==> src/rtl/serdac_pkg.sv <==
// Shared types and constants for the serial DAC control receiver.
// Assumes a 16-bit frame with the field positions fixed by the frame format.
package serdac_pkg;
    localparam int MODE_W = 2;
    localparam int TERM_W = 4;

    typedef enum logic [MODE_W-1:0] {
        MODE_DRIVE   = 2'b00,
        MODE_PD_1K   = 2'b01,
        MODE_PD_100K = 2'b10,
        MODE_PD_HIZ  = 2'b11
    } pd_mode_e;

    typedef enum logic [1:0] {
        FR_IDLE  = 2'b00,
        FR_SHIFT = 2'b01,
        FR_DONE  = 2'b10
    } frame_st_e;

    localparam int TERM_DRIVE = 0;
    localparam int TERM_1K    = 1;
    localparam int TERM_100K  = 2;
    localparam int TERM_HIZ   = 3;
endpackage

==> src/rtl/serdac_sync.sv <==
// Multi-stage synchronizer for a bundle of asynchronous lines.
// Assumes each line is a level that stays stable for several clk cycles.
module serdac_sync #(
    parameter int             WIDTH   = 3,
    parameter int             STAGES  = 2,
    parameter logic [WIDTH-1:0] RST_VAL = '0
) (
    input  logic             clk,
    input  logic             rst_n,
    input  logic [WIDTH-1:0] async_i,
    output logic [WIDTH-1:0] sync_o
);
    logic [WIDTH-1:0] stage_q [STAGES];

    generate
        for (genvar s = 0; s < STAGES; s++) begin : g_stage
            if (s == 0) begin : g_first
                // First flop: captures the raw asynchronous lines.
                always_ff @(posedge clk) begin
                    if (!rst_n) stage_q[0] <= RST_VAL;
                    else        stage_q[0] <= async_i;
                end
            end else begin : g_next
                // Later flops: let metastability resolve.
                always_ff @(posedge clk) begin
                    if (!rst_n) stage_q[s] <= RST_VAL;
                    else        stage_q[s] <= stage_q[s-1];
                end
            end
        end
    endgenerate

    assign sync_o = stage_q[STAGES-1];
endmodule

==> src/rtl/serdac_edge.sv <==
// Edge detector for synchronized lines in the system clock domain.
// Assumes inputs come from serdac_sync; outputs are single-cycle pulses.
module serdac_edge #(
    parameter int               WIDTH   = 2,
    parameter logic [WIDTH-1:0] RST_VAL = '0
) (
    input  logic             clk,
    input  logic             rst_n,
    input  logic [WIDTH-1:0] level_i,
    output logic [WIDTH-1:0] fall_o,
    output logic [WIDTH-1:0] rise_o
);
    logic [WIDTH-1:0] prev_q;

    // Remember last cycle's level to compare against.
    always_ff @(posedge clk) begin
        if (!rst_n) prev_q <= RST_VAL;
        else        prev_q <= level_i;
    end

    assign fall_o = prev_q & ~level_i;
    assign rise_o = ~prev_q & level_i;
endmodule

==> src/rtl/serdac_framer.sv <==
// Frame assembler: starts on a select fall and shifts one bit per serial-clock
// fall, MSB first. On the last edge it emits the mode and code fields with a
// one-cycle commit pulse. An early select rise discards the partial frame.
// Edges after the last one are ignored until select goes high.
// Assumes the inputs are already synchronized edge/level indications.
module serdac_framer
    import serdac_pkg::*;
#(
    parameter int FRAME_W  = 16,
    parameter int DATA_W   = 8,
    parameter int DATA_LSB = 4,
    parameter int MODE_LSB = 12
) (
    input  logic              clk,
    input  logic              rst_n,
    input  logic              sclk_fall_i,
    input  logic              fsel_fall_i,
    input  logic              fsel_low_i,
    input  logic              sd_bit_i,
    output logic              commit_o,
    output pd_mode_e          mode_o,
    output logic [DATA_W-1:0] code_o
);
    // Only frame bits up to the top of the mode field need storing; the
    // just-arrived bit is frame bit 0, so stored bit k is frame bit k+1.
    localparam int SR_W  = MODE_LSB + MODE_W - 1;
    localparam int CNT_W = $clog2(FRAME_W + 1);
    localparam logic [CNT_W-1:0] LAST_EDGE = CNT_W'(FRAME_W - 1);

    frame_st_e        st_q;
    logic [CNT_W-1:0] cnt_q;
    logic [SR_W-1:0]  sr_q;

    // Frame state machine, bit counter and shift register.
    always_ff @(posedge clk) begin
        if (!rst_n) begin
            st_q     <= FR_IDLE;
            cnt_q    <= '0;
            sr_q     <= '0;
            commit_o <= 1'b0;
            mode_o   <= MODE_DRIVE;
            code_o   <= '0;
        end else begin
            commit_o <= 1'b0;
            case (st_q)
                FR_IDLE: begin
                    if (fsel_fall_i) begin
                        st_q  <= FR_SHIFT;
                        cnt_q <= '0;
                        sr_q  <= '0;
                    end
                end
                FR_SHIFT: begin
                    if (!fsel_low_i) begin
                        st_q  <= FR_IDLE;
                        cnt_q <= '0;
                        sr_q  <= '0;
                    end else if (sclk_fall_i) begin
                        sr_q <= {sr_q[SR_W-2:0], sd_bit_i};
                        if (cnt_q == LAST_EDGE) begin
                            commit_o <= 1'b1;
                            mode_o   <= pd_mode_e'(sr_q[MODE_LSB-1 +: MODE_W]);
                            code_o   <= sr_q[DATA_LSB-1 +: DATA_W];
                            st_q     <= FR_DONE;
                            cnt_q    <= '0;
                        end else begin
                            cnt_q <= cnt_q + 1'b1;
                        end
                    end
                end
                FR_DONE: begin
                    if (!fsel_low_i) st_q <= FR_IDLE;
                end
                default: st_q <= FR_IDLE;
            endcase
        end
    end

    // a select rise during shifting never yields a commit.
    p_abort_no_commit_r5: assert property (@(posedge clk) disable iff (!rst_n)
        (st_q == FR_SHIFT && !fsel_low_i) |=> !commit_o);

    // the commit pulse lasts a single cycle.
    p_single_commit_r8: assert property (@(posedge clk) disable iff (!rst_n)
        commit_o |=> !commit_o);

    // a commit always leaves the framer waiting for select to rise.
    p_commit_done_r7: assert property (@(posedge clk) disable iff (!rst_n)
        commit_o |-> st_q == FR_DONE);

    // while done and select low, no further commit and no restart.
    p_done_ignores_r7: assert property (@(posedge clk) disable iff (!rst_n)
        (st_q == FR_DONE && fsel_low_i) |=> (st_q == FR_DONE && !commit_o));
endmodule

==> src/rtl/serdac_hold.sv <==
// Held DAC code and mode registers plus termination and level decode.
// Registers load only on a commit; power-down never clears the code.
// Assumes commit_i is a single-cycle pulse with stable fields.
module serdac_hold
    import serdac_pkg::*;
#(
    parameter int DATA_W = 8
) (
    input  logic              clk,
    input  logic              rst_n,
    input  logic              commit_i,
    input  pd_mode_e          mode_i,
    input  logic [DATA_W-1:0] code_i,
    output logic [DATA_W-1:0] code_o,
    output pd_mode_e          mode_o,
    output logic [TERM_W-1:0] term_o,
    output logic [DATA_W-1:0] level_o,
    output logic              update_o
);
    logic [DATA_W-1:0] code_q;
    pd_mode_e          mode_q;
    logic              upd_q;

    // Load code and mode together on a commit; pulse the update strobe.
    always_ff @(posedge clk) begin
        if (!rst_n) begin
            code_q <= '0;
            mode_q <= MODE_DRIVE;
            upd_q  <= 1'b0;
        end else begin
            upd_q <= commit_i;
            if (commit_i) begin
                code_q <= code_i;
                mode_q <= mode_i;
            end
        end
    end

    // Decode the mode into a one-hot termination select.
    always_comb begin
        term_o = '0;
        case (mode_q)
            MODE_DRIVE:   term_o[TERM_DRIVE] = 1'b1;
            MODE_PD_1K:   term_o[TERM_1K]    = 1'b1;
            MODE_PD_100K: term_o[TERM_100K]  = 1'b1;
            default:      term_o[TERM_HIZ]   = 1'b1;
        endcase
    end

    // Effective level: the held code in normal drive, zero when powered down.
    always_comb begin
        level_o = (mode_q == MODE_DRIVE) ? code_q : '0;
    end

    assign code_o   = code_q;
    assign mode_o   = mode_q;
    assign update_o = upd_q;

    // without a commit the held code does not move.
    p_code_held_r5: assert property (@(posedge clk) disable iff (!rst_n)
        !commit_i |=> $stable(code_q));

    // without a commit the held mode does not move.
    p_mode_held_r5: assert property (@(posedge clk) disable iff (!rst_n)
        !commit_i |=> $stable(mode_q));
endmodule

==> src/rtl/serdac_rx.sv <==
// Top of the serial DAC control receiver: synchronizes the three serial lines,
// detects their edges, assembles frames and holds the committed mode and code.
// Assumes the serial clock half period spans several system clock cycles.
module serdac_rx
    import serdac_pkg::*;
#(
    parameter int FRAME_W     = 16,
    parameter int DATA_W      = 8,
    parameter int DATA_LSB    = 4,
    parameter int MODE_LSB    = 12,
    parameter int SYNC_STAGES = 2
) (
    input  logic              clk,
    input  logic              rst_n,
    input  logic              sclk_i,
    input  logic              fsel_n_i,
    input  logic              sdin_i,
    output logic [DATA_W-1:0] dac_code_o,
    output logic [1:0]        pd_mode_o,
    output logic [3:0]        term_sel_o,
    output logic [DATA_W-1:0] level_code_o,
    output logic              update_o
);
    // Line order inside the synchronized bundle.
    localparam int LN_SD   = 0;
    localparam int LN_SCLK = 1;
    localparam int LN_FSEL = 2;
    localparam int LINES   = 3;
    localparam logic [LINES-1:0] LINE_RST = 3'b110;

    logic [LINES-1:0]  lines_s;
    logic [1:0]        fall_w;
    logic [1:0]        rise_w;
    logic              commit_w;
    pd_mode_e          fr_mode_w;
    logic [DATA_W-1:0] fr_code_w;
    pd_mode_e          hold_mode_w;
    logic [TERM_W-1:0] term_w;

    serdac_sync #(.WIDTH(LINES), .STAGES(SYNC_STAGES), .RST_VAL(LINE_RST)) u_sync (
        .clk     (clk),
        .rst_n   (rst_n),
        .async_i ({fsel_n_i, sclk_i, sdin_i}),
        .sync_o  (lines_s)
    );

    serdac_edge #(.WIDTH(2), .RST_VAL(2'b11)) u_edge (
        .clk     (clk),
        .rst_n   (rst_n),
        .level_i ({lines_s[LN_FSEL], lines_s[LN_SCLK]}),
        .fall_o  (fall_w),
        .rise_o  (rise_w)
    );

    serdac_framer #(
        .FRAME_W (FRAME_W),
        .DATA_W  (DATA_W),
        .DATA_LSB(DATA_LSB),
        .MODE_LSB(MODE_LSB)
    ) u_framer (
        .clk        (clk),
        .rst_n      (rst_n),
        .sclk_fall_i(fall_w[0]),
        .fsel_fall_i(fall_w[1]),
        .fsel_low_i (!lines_s[LN_FSEL]),
        .sd_bit_i   (lines_s[LN_SD]),
        .commit_o   (commit_w),
        .mode_o     (fr_mode_w),
        .code_o     (fr_code_w)
    );

    serdac_hold #(.DATA_W(DATA_W)) u_hold (
        .clk     (clk),
        .rst_n   (rst_n),
        .commit_i(commit_w),
        .mode_i  (fr_mode_w),
        .code_i  (fr_code_w),
        .code_o  (dac_code_o),
        .mode_o  (hold_mode_w),
        .term_o  (term_w),
        .level_o (level_code_o),
        .update_o(update_o)
    );

    assign pd_mode_o  = hold_mode_w;
    assign term_sel_o = term_w;

    // a frame can begin only from a select fall, never on a select rise.
    p_rise_no_commit_r9: assert property (@(posedge clk) disable iff (!rst_n)
        rise_w[1] |=> !commit_w);

    // Edge pulses on the select line are mutually exclusive.
    p_sel_edges_r2: assert property (@(posedge clk) disable iff (!rst_n)
        !(fall_w[1] && rise_w[1]));
endmodule

==> config.mk <==
export PLATFORM = sky130hd
export DESIGN_NAME = serdac_rx
export DESIGN_NICKNAME = d
export VERILOG_FILES = /design/src/rtl/serdac_pkg.sv /design/src/rtl/serdac_sync.sv /design/src/rtl/serdac_edge.sv /design/src/rtl/serdac_framer.sv /design/src/rtl/serdac_hold.sv /design/src/rtl/serdac_rx.sv
export SDC_FILE = /design/constraint.sdc
export NUM_CORES = 1
export LEC_CHECK = 0
export BUFFER_PORTS_ARGS = -buffer_cell sky130_fd_sc_hd__clkbuf_2
export CORE_MARGIN = 5
export CORE_UTILIZATION = 58
export CTS_BUF_LIST = sky130_fd_sc_hd__clkbuf_8
export DETAILED_ROUTE_END_ITERATION = 10
export PLACE_DENSITY = 0.81
export SETUP_SLACK_MARGIN = 0.4
export SKIP_CTS_REPAIR_TIMING = 1
export SYNTH_ARGS = -nofsm -noshare
export SYNTH_HDL_FRONTEND = slang
export SYNTH_SLANG_ARGS = --single-unit
==> constraint.sdc <==
create_clock -name clk -period 1.7 [get_ports clk]
set_input_delay 0.255 -clock clk [delete_from_list [all_inputs] [get_ports clk]]
set_output_delay 0.255 -clock clk [all_outputs]
set_load 0.03 [all_outputs]
; Word level (Yosys, flattened, before mapping)
; Memory sizes are Yosys's and may differ from the RTL's.
; Index checks and enable logic that the tools add are counted.
[totals]
reg_bits = 44
ramBits = 6
input_bits = 5
output_inout_bits = 23
word_cells = 62
n_memories = 1
[mem_list]
columns = name, depth, word_bits, read_ports, rd_clocked_by_memory_dff, write_ports, line
row1 = u_sync.stage_q, 2, 3, 2, 0, 2, serdac_sync.sv:13  ; logic [WIDTH-1:0] stage_q [STAGES];
[classes]
n_addsub = 1
eq_ne = 9
mux = 25
bitwise = 8
n_reduce_logical = 8
[ops]
columns = cell, count
row1 = 13-bit two-way mux, 3
row2 = 13-bit one-hot mux with 2 select lines, 1
row3 = 5-bit two-way mux, 4
row4 = 2-bit two-way mux, 5
row5 = 5-bit one-hot mux with 2 select lines, 1
row6 = 8-bit two-way mux, 1
row7 = 4-bit AND reduction, 2
row8 = 1-bit two-way mux, 7
row9 = 3-bit two-way mux, 2
row10 = 2-bit one-hot mux with 3 select lines, 1
row11 = "5-bit by 1-bit adder with 5-bit output, second input constant", 1
row12 = "5-bit by 4-bit == test with 1-bit output, second input constant", 1
row13 = "2-bit by 1-bit == test with 1-bit output, second input constant", 2
row14 = "2-bit == test, second input constant", 2
row15 = 2-bit zero test, 2
row16 = "2-bit inequality test, second input constant", 2
row17 = 1-bit NOT, 4
row18 = 4-bit OR reduction, 1
row19 = "3-bit by 2-bit inequality test with 1-bit output, second input constant", 1
row20 = "3-bit inequality test, second input constant", 1
row21 = 3-bit AND reduction, 1
row22 = 3-bit OR reduction, 1
row23 = 2-bit AND, 1
row24 = 2-bit NOT, 1
row25 = other kinds (2), 3

; Depth between registers and ports, before layout
[depth]
word_depth = 5
depth_mapped = 5
ltp_nobuf = 4

; Hierarchy
; From an unflattened synthesis, not the netlist that was laid out.
[unflattened]
cells_unflattened = 202
hier_area_um2 = 1903.1
[modules_own_cells]
columns = module, instances, cells_each, area_each_um2, seq_area_each_um2
row1 = serdac_framer, 1, 135, 1184.9, 620.6
row2 = serdac_hold, 1, 46, 479.2, 220.2
row3 = serdac_sync, 1, 12, 157.7, 120.1
row4 = serdac_edge, 1, 8, 77.6, 40.0
row5 = serdac_rx, 1, 1, 3.8, 0.0

; Worst setup path after synthesis
; Ideal clock, no wire load.
[synth_timing]
path_kind = register to output
from = register u_hold.mode_q[1] (netlist: u_hold.mode_o[1])
to = output port level_code_o[0]
arrival_time_ns = 1.439
required_ns = 1.445
setup_slack_ns = 0.006
path_stages_with_launch = 3
path_buffers = 0
path_cell_list = dfxtp_1 > nor2_1 > and2_1
[synth_between]
elab_chain_cells = 2
[synth_rtl]
columns = element, line
row1 = start: declaration, serdac_hold.sv:21  ; pd_mode_e mode_q;
row2 = start signal: assignment, serdac_hold.sv:34  ; mode_q <= mode_i;
row3 = 2-bit zero test, serdac_hold.sv:52  ; level_o = (mode_q == MODE_DRIVE) ? code_q : '0;
row4 = 8-bit two-way mux, serdac_hold.sv:52
row5 = end: declaration, serdac_rx.sv:21  ; output logic [DATA_W-1:0] level_code_o,
; No other way between the ends.

; Final worst setup path
[layout_timing]
from = register u_framer.cnt_q[0]
to = register u_framer.st_q[1]
[layout_between]
elab_chain_cells = 3
[layout_rtl]
columns = element, line
row1 = start: declaration, serdac_framer.sv:31  ; logic [CNT_W-1:0] cnt_q;
row2 = start signal: assignment, serdac_framer.sv:67  ; cnt_q <= cnt_q + 1'b1;
row3 = 5-bit by 4-bit == test with 1-bit output, serdac_framer.sv:60  ; if (cnt_q == LAST_EDGE) begin
row4 = 3-bit by 2-bit inequality test with 1-bit output (no line), n/a
row5 = 4-bit AND reduction (no line), n/a
row6 = end signal: assignment, serdac_framer.sv:64  ; st_q <= FR_DONE;
row7 = end signal: assignment, serdac_framer.sv:72  ; if (!fsel_low_i) st_q <= FR_IDLE;
row8 = end signal: assignment, serdac_framer.sv:74  ; default: st_q <= FR_IDLE;
row9 = end: declaration, serdac_framer.sv:30  ; frame_st_e st_q;
; No other way between the ends.
; A chain may end at the register's enable or synchronous reset.

==> reports/metrics.yaml <==
run_status:
  status: "finished, final reports clean"
global_route:
  grt_util_all_layers_pct: 17.5
  grt_antenna_before_repair: 0
  grt_pass1_wl_um: 6100
  overflow: 0
  grt_pass1_vias: 1370
  grt_max_degree: 37
die:
  die_y_um: 67.3
  die_area_sq_um: 4530
  die_w_um: 67.3
  start_util_pct: 61.5
  io_pins: 28
  fp.coreArea_sq_um: 3100
  rows: 20
clock_tree:
  h-tree-depth: 2
  cts_tree: "built"
  clk_path_buf_depth: 2
  cts.sinks: 50
  cts.clk_slew.worst_paths_ns: 0.09
  clk_latency_ns: 0.30
  cts_buffers: 5
  cts_root_buf: "clkbuf_8"
synth:
  ys_ff_latch: 50
  ys_types: 34
  ys_warn_count: 0
  synth_top_area_share_pct: 52.5
  synth_seq_area_share_pct: 52.5
  synth_area_leader_cell: "dfxtp_1"
  synth-edff-count: 0
  post_synth_inst_count: 190
  synthesis.area_sq_um: 1910
  synthTopCellsByArea: "dfxtp_1, mux2i_1, nand2_1"
  synth_common_cells: "dfxtp_1, nand2_1, mux2i_1, and2_1, o22ai_1"
  synthArstFlopShare_pct: 0
  ys.flop_type: "dfxtp_1"
  syn-num-nets: 196
  syn_avg_cell_area_sq_um: 10.0
  post-synth-top-count-cell: "dfxtp_1"
critical_path:
  cpPeakStageDelay_ns: 0.40
  path_max_fanout: 5
  worstPathArrival_ns: 1.84
  cp_top_family: "simple AND/OR/NAND/NOR gates"
  cp_slowest_cell: "or4_1"
  crit_buf_inv: 1
  cp-end-kind: "register"
  path_class: "reg -> reg"
  required_ns: 1.94
  worstSetupStartpointType: "register"
  path_cells: "ha_4 -> nand4b_1 -> buf_4 -> or4_1 -> a21oi_1"
timing:
  skew_ns: 0.00510
  fin_crit_ns: 1.60
  worst_slew_pin_slew_ns: 0.683
  fmax_ghz: 0.623
  setup_viol_count_final: 0
  rsz0062_at_grt: "true"
  maxSlewHeadroom_pct: 54.5
  hold_viol: 0
  min_period_over_period_pct: 94.4
  slew_violations: 0
  final.setup.tns_ns: 0
layout:
  fin_cells: 273
  final_area_sq_um: 2440
  syn2layout_area_growth_pct: 28.1
  layout.nets: 234
  drive_gt1_share_pct: 33.2
  final_core_util_pct: 78.8
  antenna_cells: 0
detailed_routing:
  dr.pass1.iters: 4
  via_count: 1490
  avgViaCountPerCell: 5.46
  antenna_left: 0
  drtIter0Drc: 89
  drc: 0
  routed_wl_um: 4180
  drt-wirelength-per-cell_um: 15.3
placement:
  io_buffers: 27
  place_congestion: 0.817
  hpwl_um: 2450
  dpl_cell_area_sq_um: 2110
  place_inst: 255
power:
  p_total_w: 0.00226
  p_leak_nw: 0.919
  cellPowerDensity_nw_per_um2: 925
  peakVddDrop_mv: 0.704
hold_path:
  hold_path_class: "in -> reg"
run:
  maxCapViolations: 0
-- state kept, by name (all words and copies together) (netlist names) --
name and flops:
u_framer.st_q 2, u_framer.commit_o 1, u_hold.mode_o 2, u_framer.mode_o 2, u_sync.stage_q 6, u_hold.update_o 1, u_framer.sr_q 13, u_framer.code_o 8
u_edge.prev_q 2, u_framer.cnt_q 5, u_hold.code_o 8
-- final timing paths --
check                                     startpoint                    to  slack (ns)  cells after the start
worst max-delay path               u_framer.cnt_q[0]      u_framer.st_q[1]         0.1                      5
worst min-delay path                        fsel_n_i  u_sync.stage_q[0][2]        0.14                      2
worst max register to register     u_framer.cnt_q[0]      u_framer.st_q[1]         0.1                      5
worst min register to register  u_sync.stage_q[0][1]  u_sync.stage_q[1][1]        0.43                      1
-- cell usage in the layout (no fill, tap or decap), types with 3 or more instances in the layout --
cell and instances:
mux2i_1 20, and2_1 5, o22ai_1 13, clkbuf_2 17, dfxtp_2 3, and2_4 5, buf_6 11, dfxtp_4 3
nand2_1 32, clkbuf_4 3, and2_2 3, dfxtp_1 44, nand2b_1 10, buf_4 9, clkbuf_8 6, nor2_1 11
-- area by class of cell --
| cell class | count | area, sq um |
|---|---|---|
| clock buffer | 6 | 82.6 |
| clock inverter | 2 | 60.1 |
| fill | 217 | 659 |
| inverter | 2 | 7.51 |
| multi-input combinational | 129 | 923 |
| sequential | 50 | 1020 |
| tap | 44 | 55.1 |
| timing repair buffer | 40 | 299 |
-- per-layer routing --
metal | share of wire (%) | routed length (um) | GRT usage (%)
met4 | 1.1 | 47 | 5.32
met3 | 3.5 | 148 | 5.66
met1 | 44 | 1840 | 21.3
met5 | 0 | 0 | 0
met2 | 51 | 2140 | 29.4
-- worst register-to-register path: stages (launching register included) --
cell and delay (ns):
dfxtp_4 0.38, ha_4 0.16, nand4b_1 0.24, buf_4 0.23, or4_1 0.40, a21oi_1 0.13
-- metrics by stage --
step,hold slack (ns),setup slack [ns]
after floorplan,0.356,0.290
after global placement,0.389,0.231
after detailed placement,0.411,0.127
after CTS,0.140,0.0794
after global routing,0.132,0.0507
final,0.144,0.0954
-- kinds of logic (layout without fill, tap and decap cells) --
group,count (synthesis),in the layout,share of synthesized area [%]
AO/OA/AOI/OAI,22,22,9.12
adder cells (fa/ha/maj),1,1,0.656
buffers and inverters,12,50,3.41
flip-flops,50,50,52.5
multiplexers,20,20,10.5
AND/OR/NAND/NOR,85,86,23.8
-- power breakdown --
group / internal (W) / total [W] / switching (W)
sequential: 0.00117 / 0.00118 / 0.00000517
clock: 0.000627 / 0.00101 / 0.000380
combinational: 0.0000307 / 0.0000738 / 0.0000430
Power figures use the tool's default switching activity.
